$ cat src/rtl/spi_reg_pkg.sv
package spi_reg_pkg;

  // Strobes issued by the control unit to the datapath, one cycle wide each.
  typedef struct packed {
    logic startFrame;   // chip select just became active
    logic shiftIn;      // capture one MOSI bit
    logic loadTx;       // address known, fetch register into the TX shifter
    logic shiftOut;     // advance the TX shifter after a falling SCLK edge
    logic commit;       // 32 bits received, apply the frame
  } spiStrobes_t;

endpackage

$ cat src/rtl/spi_reg_ctrl.sv
module spi_reg_ctrl
  import spi_reg_pkg::*;
#(
  parameter int ADDR_W = 5,
  parameter int DATA_W = 25
) (
  input  logic        clk,
  input  logic        rstN,
  input  logic        csActiveHigh,
  input  logic        sclkPin,
  input  logic        csPin,
  input  logic        mosiPin,
  output logic        mosiBit,
  output spiStrobes_t strobes
);

  localparam int FRAME_W = ADDR_W + DATA_W + 2;
  localparam int CNT_W   = $clog2(FRAME_W + 1);
  localparam logic [CNT_W-1:0] CNT_FULL = CNT_W'(FRAME_W);
  localparam logic [CNT_W-1:0] CNT_LAST = CNT_W'(FRAME_W - 1);
  localparam logic [CNT_W-1:0] CNT_HDR  = CNT_W'(ADDR_W);

  logic [1:0] sclkSync, csSync, mosiSync;
  logic       sclkPrev, csActPrev;
  logic       csAct, sclkRise, sclkFall;
  logic [CNT_W-1:0] bitCnt;
  logic       pendLoad, pendCommit;

  always_ff @(posedge clk or negedge rstN) begin
    if (!rstN) begin
      sclkSync  <= '0;
      csSync    <= '0;
      mosiSync  <= '0;
      sclkPrev  <= 1'b0;
      csActPrev <= 1'b0;
    end else begin
      sclkSync  <= {sclkSync[0], sclkPin};
      csSync    <= {csSync[0], csPin};
      mosiSync  <= {mosiSync[0], mosiPin};
      sclkPrev  <= sclkSync[1];
      csActPrev <= csAct;
    end
  end

  always_comb begin
    csAct    = csActiveHigh ? csSync[1] : !csSync[1];
    sclkRise = sclkSync[1] && !sclkPrev;
    sclkFall = !sclkSync[1] && sclkPrev;
    mosiBit  = mosiSync[1];

    strobes.startFrame = csAct && !csActPrev;
    strobes.shiftIn    = csAct && !strobes.startFrame && sclkRise && (bitCnt < CNT_FULL);
    strobes.shiftOut   = csAct && !strobes.startFrame && sclkFall;
    strobes.loadTx     = csAct && pendLoad;
    strobes.commit     = pendCommit;
  end

  always_ff @(posedge clk or negedge rstN) begin
    if (!rstN) begin
      bitCnt     <= '0;
      pendLoad   <= 1'b0;
      pendCommit <= 1'b0;
    end else begin
      if (!csAct || strobes.startFrame) begin
        bitCnt <= '0;
      end else if (strobes.shiftIn) begin
        bitCnt <= bitCnt + 1'b1;
      end
      pendLoad   <= strobes.shiftIn && (bitCnt == CNT_HDR);
      pendCommit <= strobes.shiftIn && (bitCnt == CNT_LAST);
    end
  end

  // a frame is applied only after the full bit count was reached
  a_r7_commit_full : assert property (@(posedge clk) disable iff (!rstN)
    strobes.commit |-> (bitCnt == CNT_FULL));

  // the bit counter never runs past one frame
  a_r10_cnt_bound : assert property (@(posedge clk) disable iff (!rstN)
    bitCnt <= CNT_FULL);

  // an inactive chip select leaves the counter cleared
  a_r6_idle_clears : assert property (@(posedge clk) disable iff (!rstN)
    !csAct |=> (bitCnt == '0));

endmodule

$ cat src/rtl/spi_reg_dp.sv
module spi_reg_dp
  import spi_reg_pkg::*;
#(
  parameter int ADDR_W = 5,
  parameter int DATA_W = 25,
  parameter logic [(2**ADDR_W)-1:0] BACKED_MASK = '1
) (
  input  logic              clk,
  input  logic              rstN,
  input  spiStrobes_t       strobes,
  input  logic              mosiBit,
  output logic              miso,
  input  logic [ADDR_W-1:0] locAddr,
  input  logic              locWe,
  input  logic [DATA_W-1:0] locWdata,
  output logic [DATA_W-1:0] locRdata
);

  localparam int FRAME_W  = ADDR_W + DATA_W + 2;
  localparam int NUM_REGS = 2 ** ADDR_W;

  logic [FRAME_W-1:0] rxShift, txShift;
  logic [NUM_REGS-1:0][DATA_W-1:0] regQ;
  logic [NUM_REGS-1:0] hostWe, locHit;
  logic              hostOp;
  logic [ADDR_W-1:0] hostAddr, peekAddr;
  logic [DATA_W-1:0] hostData;

  assign hostOp   = rxShift[FRAME_W-1];
  assign hostAddr = rxShift[FRAME_W-2 -: ADDR_W];
  assign hostData = rxShift[DATA_W-1:0];
  assign peekAddr = rxShift[ADDR_W-1:0];

  // Per-register write decode; unbacked slots never get an enable.
  for (genvar g = 0; g < NUM_REGS; g++) begin : g_dec
    if (BACKED_MASK[g]) begin : g_backed
      assign hostWe[g] = strobes.commit && hostOp && (hostAddr == ADDR_W'(g));
      assign locHit[g] = locWe && (locAddr == ADDR_W'(g));
    end else begin : g_empty
      assign hostWe[g] = 1'b0;
      assign locHit[g] = 1'b0;
    end
  end

  always_ff @(posedge clk or negedge rstN) begin
    if (!rstN) begin
      regQ <= '0;
    end else begin
      for (int i = 0; i < NUM_REGS; i++) begin
        if (locHit[i]) begin
          regQ[i] <= locWdata;
        end else if (hostWe[i]) begin
          regQ[i] <= hostData;
        end
      end
    end
  end

  always_ff @(posedge clk or negedge rstN) begin
    if (!rstN) begin
      rxShift <= '0;
    end else if (strobes.shiftIn) begin
      rxShift <= {rxShift[FRAME_W-2:0], mosiBit};
    end
  end

  // The loaded word is the reply shifted by the bits already sent, so the
  // next falling edge presents the spare-bit slot.
  always_ff @(posedge clk or negedge rstN) begin
    if (!rstN) begin
      txShift <= '0;
    end else if (strobes.startFrame) begin
      txShift <= '0;
    end else if (strobes.loadTx) begin
      txShift <= {2'b00, regQ[peekAddr], {ADDR_W{1'b0}}};
    end else if (strobes.shiftOut) begin
      txShift <= {txShift[FRAME_W-2:0], 1'b0};
    end
  end

  assign miso     = txShift[FRAME_W-1];
  assign locRdata = regQ[locAddr];

  // a host write to a backed register lands one cycle after commit
  a_r2_write_lands : assert property (@(posedge clk) disable iff (!rstN)
    (strobes.commit && hostOp && BACKED_MASK[hostAddr] && !(locWe && locAddr == hostAddr))
    |=> (regQ[$past(hostAddr)] == $past(hostData)));

  // a read frame leaves the bank untouched
  a_r3_read_keeps_bank : assert property (@(posedge clk) disable iff (!rstN)
    (strobes.commit && !hostOp && !locWe) |=> $stable(regQ));

  // unbacked addresses always read zero
  a_r8_unbacked_zero : assert property (@(posedge clk) disable iff (!rstN)
    !BACKED_MASK[locAddr] |-> (locRdata == '0));

  // the reply shifter only moves on a frame start, load or falling edge
  a_r5_tx_on_strobe : assert property (@(posedge clk) disable iff (!rstN)
    !(strobes.startFrame || strobes.loadTx || strobes.shiftOut) |=> $stable(txShift));

endmodule

$ cat src/rtl/spi_reg_slave.sv
module spi_reg_slave
  import spi_reg_pkg::*;
#(
  parameter int ADDR_W = 5,
  parameter int DATA_W = 25,
  parameter logic [(2**ADDR_W)-1:0] BACKED_MASK = 32'h0FFF_FFFF
) (
  input  logic              clk,
  input  logic              rstN,
  input  logic              csActiveHigh,
  input  logic              spiSclk,
  input  logic              spiCs,
  input  logic              spiMosi,
  output logic              spiMiso,
  input  logic [ADDR_W-1:0] locAddr,
  input  logic              locWe,
  input  logic [DATA_W-1:0] locWdata,
  output logic [DATA_W-1:0] locRdata
);

  spiStrobes_t strobes;
  logic        mosiBit;

  spi_reg_ctrl #(
    .ADDR_W(ADDR_W),
    .DATA_W(DATA_W)
  ) i_ctrl (
    .clk         (clk),
    .rstN        (rstN),
    .csActiveHigh(csActiveHigh),
    .sclkPin     (spiSclk),
    .csPin       (spiCs),
    .mosiPin     (spiMosi),
    .mosiBit     (mosiBit),
    .strobes     (strobes)
  );

  spi_reg_dp #(
    .ADDR_W     (ADDR_W),
    .DATA_W     (DATA_W),
    .BACKED_MASK(BACKED_MASK)
  ) i_dp (
    .clk     (clk),
    .rstN    (rstN),
    .strobes (strobes),
    .mosiBit (mosiBit),
    .miso    (spiMiso),
    .locAddr (locAddr),
    .locWe   (locWe),
    .locWdata(locWdata),
    .locRdata(locRdata)
  );

endmodule

$ cat config.mk
export PLATFORM = sky130hd
export DESIGN_NAME = spi_reg_slave
export DESIGN_NICKNAME = d
export VERILOG_FILES = /design/src/rtl/spi_reg_pkg.sv /design/src/rtl/spi_reg_ctrl.sv /design/src/rtl/spi_reg_dp.sv /design/src/rtl/spi_reg_slave.sv
export SDC_FILE = /design/constraint.sdc
export NUM_CORES = 2
export LEC_CHECK = 0
export BUFFER_PORTS_ARGS = -buffer_cell sky130_fd_sc_hd__buf_4
export CAP_MARGIN = 20
export CORE_MARGIN = 4
export CORE_UTILIZATION = 60
export CTS_CLUSTER_DIAMETER = 120
export DETAILED_ROUTE_END_ITERATION = 12
export GPL_TIMING_DRIVEN = 0
export PLACE_DENSITY_LB_ADDON = 0.25
export SLEW_MARGIN = 10
export SYNTH_ARGS = -nofsm -noshare
export SYNTH_HDL_FRONTEND = slang
export SYNTH_HIERARCHICAL = 1
export SYNTH_SLANG_ARGS = --single-unit
export TNS_END_PERCENT = 5
$ cat constraint.sdc
create_clock -name clk -period 3.2 [get_ports clk]
set_input_delay 0 -clock clk [delete_from_list [all_inputs] [get_ports clk]]
set_output_delay 0 -clock clk [all_outputs]
set_load 0.005 [all_outputs]
==> impl_metrics.xml <==
<?xml version="1.0" encoding="UTF-8"?>
<metrics>
  <group name="timing">
    <metric name="timing.slew.headroom" unit="%">14.4</metric>
    <metric name="timing_max_transition_violations_final" unit="">0</metric>
    <metric name="fin_ws" unit="ns">0.0481</metric>
    <metric name="tightestPinTransition" unit="ns">1.28</metric>
    <metric name="final_min_period_over_clock_period" unit="%">98.5</metric>
    <metric name="timing.final.hold_violations" unit="">0</metric>
    <metric name="maxClockFrequency" unit="MHz">317</metric>
    <metric name="clock-skew-final" unit="ns">0.0192</metric>
    <metric name="finalSetupTns" unit="ns">0</metric>
    <metric name="grt_setup_unrepaired" unit="">false</metric>
    <metric name="setup-violations-final" unit="">0</metric>
    <metric name="shortest_period_the_worst_path_allows" unit="ns">3.15</metric>
  </group>
  <group name="power_and_ir_drop">
    <metric name="switching_fraction" unit="%">36.5</metric>
    <metric name="p_sw" unit="mW">12.9</metric>
    <metric name="vdd_ir_drop_max" unit="V">0.000520</metric>
    <metric name="clockPowerShare" unit="%">28.1</metric>
    <metric name="internal-power" unit="mW">22.4</metric>
    <metric name="seqPwrFrac" unit="%">37.9</metric>
    <metric name="combinationalPowerShare" unit="%">34.0</metric>
    <metric name="cellPowerDensity" unit="nW/µm²">669</metric>
    <metric name="p_leak" unit="nW">21.1</metric>
  </group>
  <group name="global_routing">
    <metric name="globalRouteOverflowTotal" unit="">0</metric>
    <metric name="global_route_wire_length_before_repair" unit="µm">268000</metric>
    <metric name="antenna_found_initial" unit="">10</metric>
    <metric name="groute.usage.overall" unit="%">43.2</metric>
    <metric name="grt_pass1_vias" unit="">40271</metric>
    <metric name="pin_count_of_the_biggest_net_entering_global_routing" unit="">107</metric>
  </group>
  <group name="clock_tree">
    <metric name="cts_tree" unit="">done</metric>
    <metric name="clock-root-buffer" unit="">clkbuf_16</metric>
    <metric name="cts_buffers" unit="">85</metric>
    <metric name="htree_levels" unit="">3</metric>
    <metric name="clock-sinks" unit="">775</metric>
    <metric name="clock_tree.buffer_depth" unit="">3</metric>
    <metric name="clkSlewWorstSetupHoldPaths" unit="ns">0.06</metric>
    <metric name="clock_latency" unit="ns">0.65</metric>
    <metric name="cts.repair_timing.setup_buffer_count" unit="">0</metric>
  </group>
  <group name="worst_setup_path">
    <metric name="crit_path_most_repeated_cell" unit="">clkbuf_1</metric>
    <metric name="worst-path-max-fanout" unit="">10</metric>
    <metric name="reg2reg_setup_slack" unit="ns">0.05</metric>
    <metric name="max_stage_delay" unit="ns">0.81</metric>
    <metric name="timing.critical_path.arrival" unit="ns">3.68</metric>
    <metric name="r2r_end" unit="">i_dp/txShift[20]</metric>
    <metric name="crit_path_start_kind" unit="">flip-flop</metric>
    <metric name="reg2reg_from" unit="">i_dp/rxShift[1]</metric>
    <metric name="critical-path-slowest-cell" unit="">clkbuf_1</metric>
    <metric name="setup.worst_path.class" unit="">flip-flop to flip-flop</metric>
    <metric name="timing.critical_path.to_type" unit="">flip-flop</metric>
    <metric name="r2r.worst_path.cells" unit="">7</metric>
    <metric name="critical_path.startpoint" unit="">i_dp/rxShift[1]</metric>
    <metric name="timing.critical_path.cells" unit="">clkbuf_1, buf_2, clkbuf_1, mux4_2, mux2i_1, nor2_1, o32a_1</metric>
    <metric name="crit_required" unit="ns">3.72</metric>
  </group>
  <group name="cells_and_area">
    <metric name="syn2layout_area_growth" unit="%">10.5</metric>
    <metric name="seq_area" unit="µm²">19400</metric>
    <metric name="design.final.nets" unit="">4701</metric>
    <metric name="multi_input_comb_area" unit="µm²">25700</metric>
    <metric name="final.fill_count" unit="">6143</metric>
    <metric name="final_layout_size_suffix_gt1_share" unit="%">15.2</metric>
    <metric name="fin_area" unit="µm²">52800</metric>
  </group>
  <group name="floorplan">
    <metric name="die_height" unit="µm">290</metric>
    <metric name="num_rows" unit="">103</metric>
    <metric name="die-width" unit="µm">290</metric>
    <metric name="pin_count" unit="">63</metric>
    <metric name="start_util" unit="%">60.5</metric>
    <metric name="area_inside_the_core_boundary" unit="µm²">79000</metric>
    <metric name="dieArea" unit="µm²">84200</metric>
  </group>
  <group name="synth">
    <metric name="yosysTopAreaCellShare" unit="%">40.6</metric>
    <metric name="synthCells" unit="">4494</metric>
    <metric name="mean_area_per_synthesized_cell" unit="µm²">10.6</metric>
    <metric name="synthesis.nets" unit="">4533</metric>
    <metric name="dominantRegCellSynth" unit="">dfrtp_1</metric>
    <metric name="yosysWarningCount" unit="">6</metric>
    <metric name="seq_area_frac_synth" unit="%">40.6</metric>
    <metric name="synth.cell_area" unit="µm²">47800</metric>
    <metric name="netlist_top_cells_area" unit="">dfrtp_1 (41%), mux2i_1 (18%), mux4_2 (14%)</metric>
    <metric name="synth.lib_cells_used.distinct" unit="">64</metric>
    <metric name="postSynthRegisterBits" unit="">775</metric>
    <metric name="async_flop_share" unit="%">100</metric>
    <metric name="synth_edf_count" unit="">0</metric>
    <metric name="yosys.area.top_type" unit="">dfrtp_1</metric>
  </group>
  <group name="place">
    <metric name="postPlaceCellArea" unit="µm²">49600</metric>
    <metric name="gp_routability_congestion" unit="">1.09</metric>
    <metric name="place_worst_setup_slack" unit="ns">-0.313</metric>
    <metric name="port-buffer-count" unit="">35</metric>
    <metric name="post-dp-hpwl" unit="µm">138000</metric>
  </group>
  <group name="route">
    <metric name="drtIter0Drc" unit="">6840</metric>
    <metric name="routed_wirelength" unit="µm">185000</metric>
    <metric name="antenna_violating_nets_post_route" unit="">0</metric>
    <metric name="route.detailed.vias_per_inst" unit="">7.11</metric>
    <metric name="remaining_drc_errors" unit="">0</metric>
    <metric name="wire_per_inst" unit="µm">31.9</metric>
    <metric name="num_vias" unit="">41164</metric>
    <metric name="detail_route.first_pass.iterations" unit="">7</metric>
  </group>
  <group name="worst_hold_path">
    <metric name="timing.hold.worst_path_depth" unit="">3</metric>
    <metric name="holdCritStartpoint" unit="">locWdata[19]</metric>
    <metric name="hold_path.class" unit="">input pin to flip-flop</metric>
    <metric name="hold-path-endpoint" unit="">i_dp/regQ[369]</metric>
  </group>
  <group name="outcome">
    <metric name="outcome" unit="">complete, no violations</metric>
  </group>
  <group name="job">
    <metric name="timing.max_cap.violations" unit="">0</metric>
  </group>
</metrics>
[routing by layer]
metal / global-route usage, % / wire [µm] / up-vias
met3: 12.8 / 25100 / 866
li1: - / - / 16654
met5: 0 / 10 / -
met4: 35.5 / 19200 / 2
met2: 60.7 / 76900 / 3615
met1: 55.5 / 63700 / 20027
[logic make-up after synthesis]
logic type      Yosys count  synth area share, %
compound gates          912                 10.8
xor+xnor                  2               0.0367
fa+ha+maj                 2               0.0524
buf+inv                 554                 5.60
flops                   775                 40.6
mux                    1207                 33.2
simple gates           1042                 9.66
[metrics by stage]
step	total power [mW]	utilization [%]	hold WS, ns	cells
after floorplan	20.5	-	-0.296	4494
after detailed placement	24.8	62.8	-0.0722	5588
after CTS	34.7	66.7	0.0381	5776
final	35.3	66.8	0.0693	5789
after global placement	24.4	62.5	0.111	5579
after global routing	36.3	66.8	0.0672	5781
[layout make-up]
class                   count  share of cell area (%)
clock inverters            23                   0.370
clock buffers             131                    4.86
repair buffers             81                    1.68
multi-input cells        3165                    48.7
well taps                1050                    2.49
flip-flops and latches    775                    36.8
inverters                  27                   0.192
diodes                     10                  0.0474
plain buffers             527                    4.89
[how the worst max path moves through the flow]
| stage | to | cells past startpoint | slack, ns |
|---|---|---|---|
| after floorplan | i_dp/txShift[12] | 9 | 0.67 |
| after global placement | i_dp/rxShift[12] | 1 | -7.13 |
| after detailed placement | i_dp/txShift[18] | 9 | -0.31 |
| after CTS | i_dp/txShift[18] | 9 | 0.10 |
| after global routing | i_dp/txShift[12] | 9 | 0.01 |
| final | i_dp/txShift[20] | 7 | 0.05 |
[power by group through the flow]
stage	Sequential [mW]	Clock, mW	Combinational (mW)
floorplan	12.9	0	7.65
detailed placement	13.4	0	11.4
global placement	13.3	0	11.1
finish	13.4	9.92	12.0
global route	13.6	10.3	12.4
CTS	13.3	9.96	11.5
[timing repair]
action	4_1_cts	5_1_grt
resized for setup	3	5
hold buffers	34	0
endpoints found under the hold margin	494	0
setup endpoints to repair	17	15
[worst max-delay path: cells and delay by family (launching register included)]
family | cells | cell delay (ns)
AOI/OAI and AO/OA | 1 | 0.19
muxes | 2 | 0.87
and+or+nand+nor | 1 | 0.10
DFF | 1 | 0.32
buffers and inverters | 3 | 1.55
[cells in the final DEF, fill, tap and decap left out, drive strengths merged, types with 4 or more instances in the layout]
| cell type | count |
|---|---|
| mux2 | 32 |
| or4 | 5 |
| nor4 | 5 |
| o21ai | 380 |
| o32a | 23 |
| o22ai | 25 |
| diode | 10 |
| nand3 | 9 |
| nand2 | 464 |
| nand3b | 8 |
| and2 | 5 |
| o211ai | 26 |
| a2111oi | 23 |
| nor2 | 410 |
| and3 | 26 |
| mux4 | 300 |
| inv | 29 |
| nor2b | 53 |
| dfrtp | 775 |
| clkbuf | 453 |
| nand2b | 10 |
| clkinv | 16 |
| mux2i | 875 |
| nand4 | 4 |
| dlygate4sd3 | 33 |
| a2111o | 23 |
| buf | 252 |
| a211oi | 48 |
| a21oi | 354 |
| nor3 | 24 |
[synthesized netlist by cell type (7+ instances only)]
library cell,n
buf_2,86
mux2_2,32
nand2_1,463
o32a_1,23
a2111oi_0,23
mux4_2,300
nand3_1,8
nor3_4,15
buf_6,45
mux2i_1,875
nor2b_1,53
nand3b_1,7
o211ai_1,26
o21ai_0,324
buf_4,40
o22ai_1,25
nor2_1,410
inv_1,26
dfrtp_1,775
o21ai_1,56
buf_1,36
and3_1,26
clkbuf_1,320
nor3_1,8
a21oi_1,354
nand2b_1,9
a211oi_1,48
a2111o_1,23
[flip-flops by register name, indices dropped and copies added (netlist names)]
register,cells
i_ctrl/bitCnt,6
i_ctrl/sclkSync,2
i_dp/regQ,700
i_dp/txShift,27
i_ctrl/pendCommit,1
i_dp/rxShift,32
i_ctrl/csActPrev,1
i_ctrl/csSync,2
i_ctrl/sclkPrev,1
i_ctrl/mosiSync,2
i_ctrl/pendLoad,1
Power figures use the tool's default switching activity.
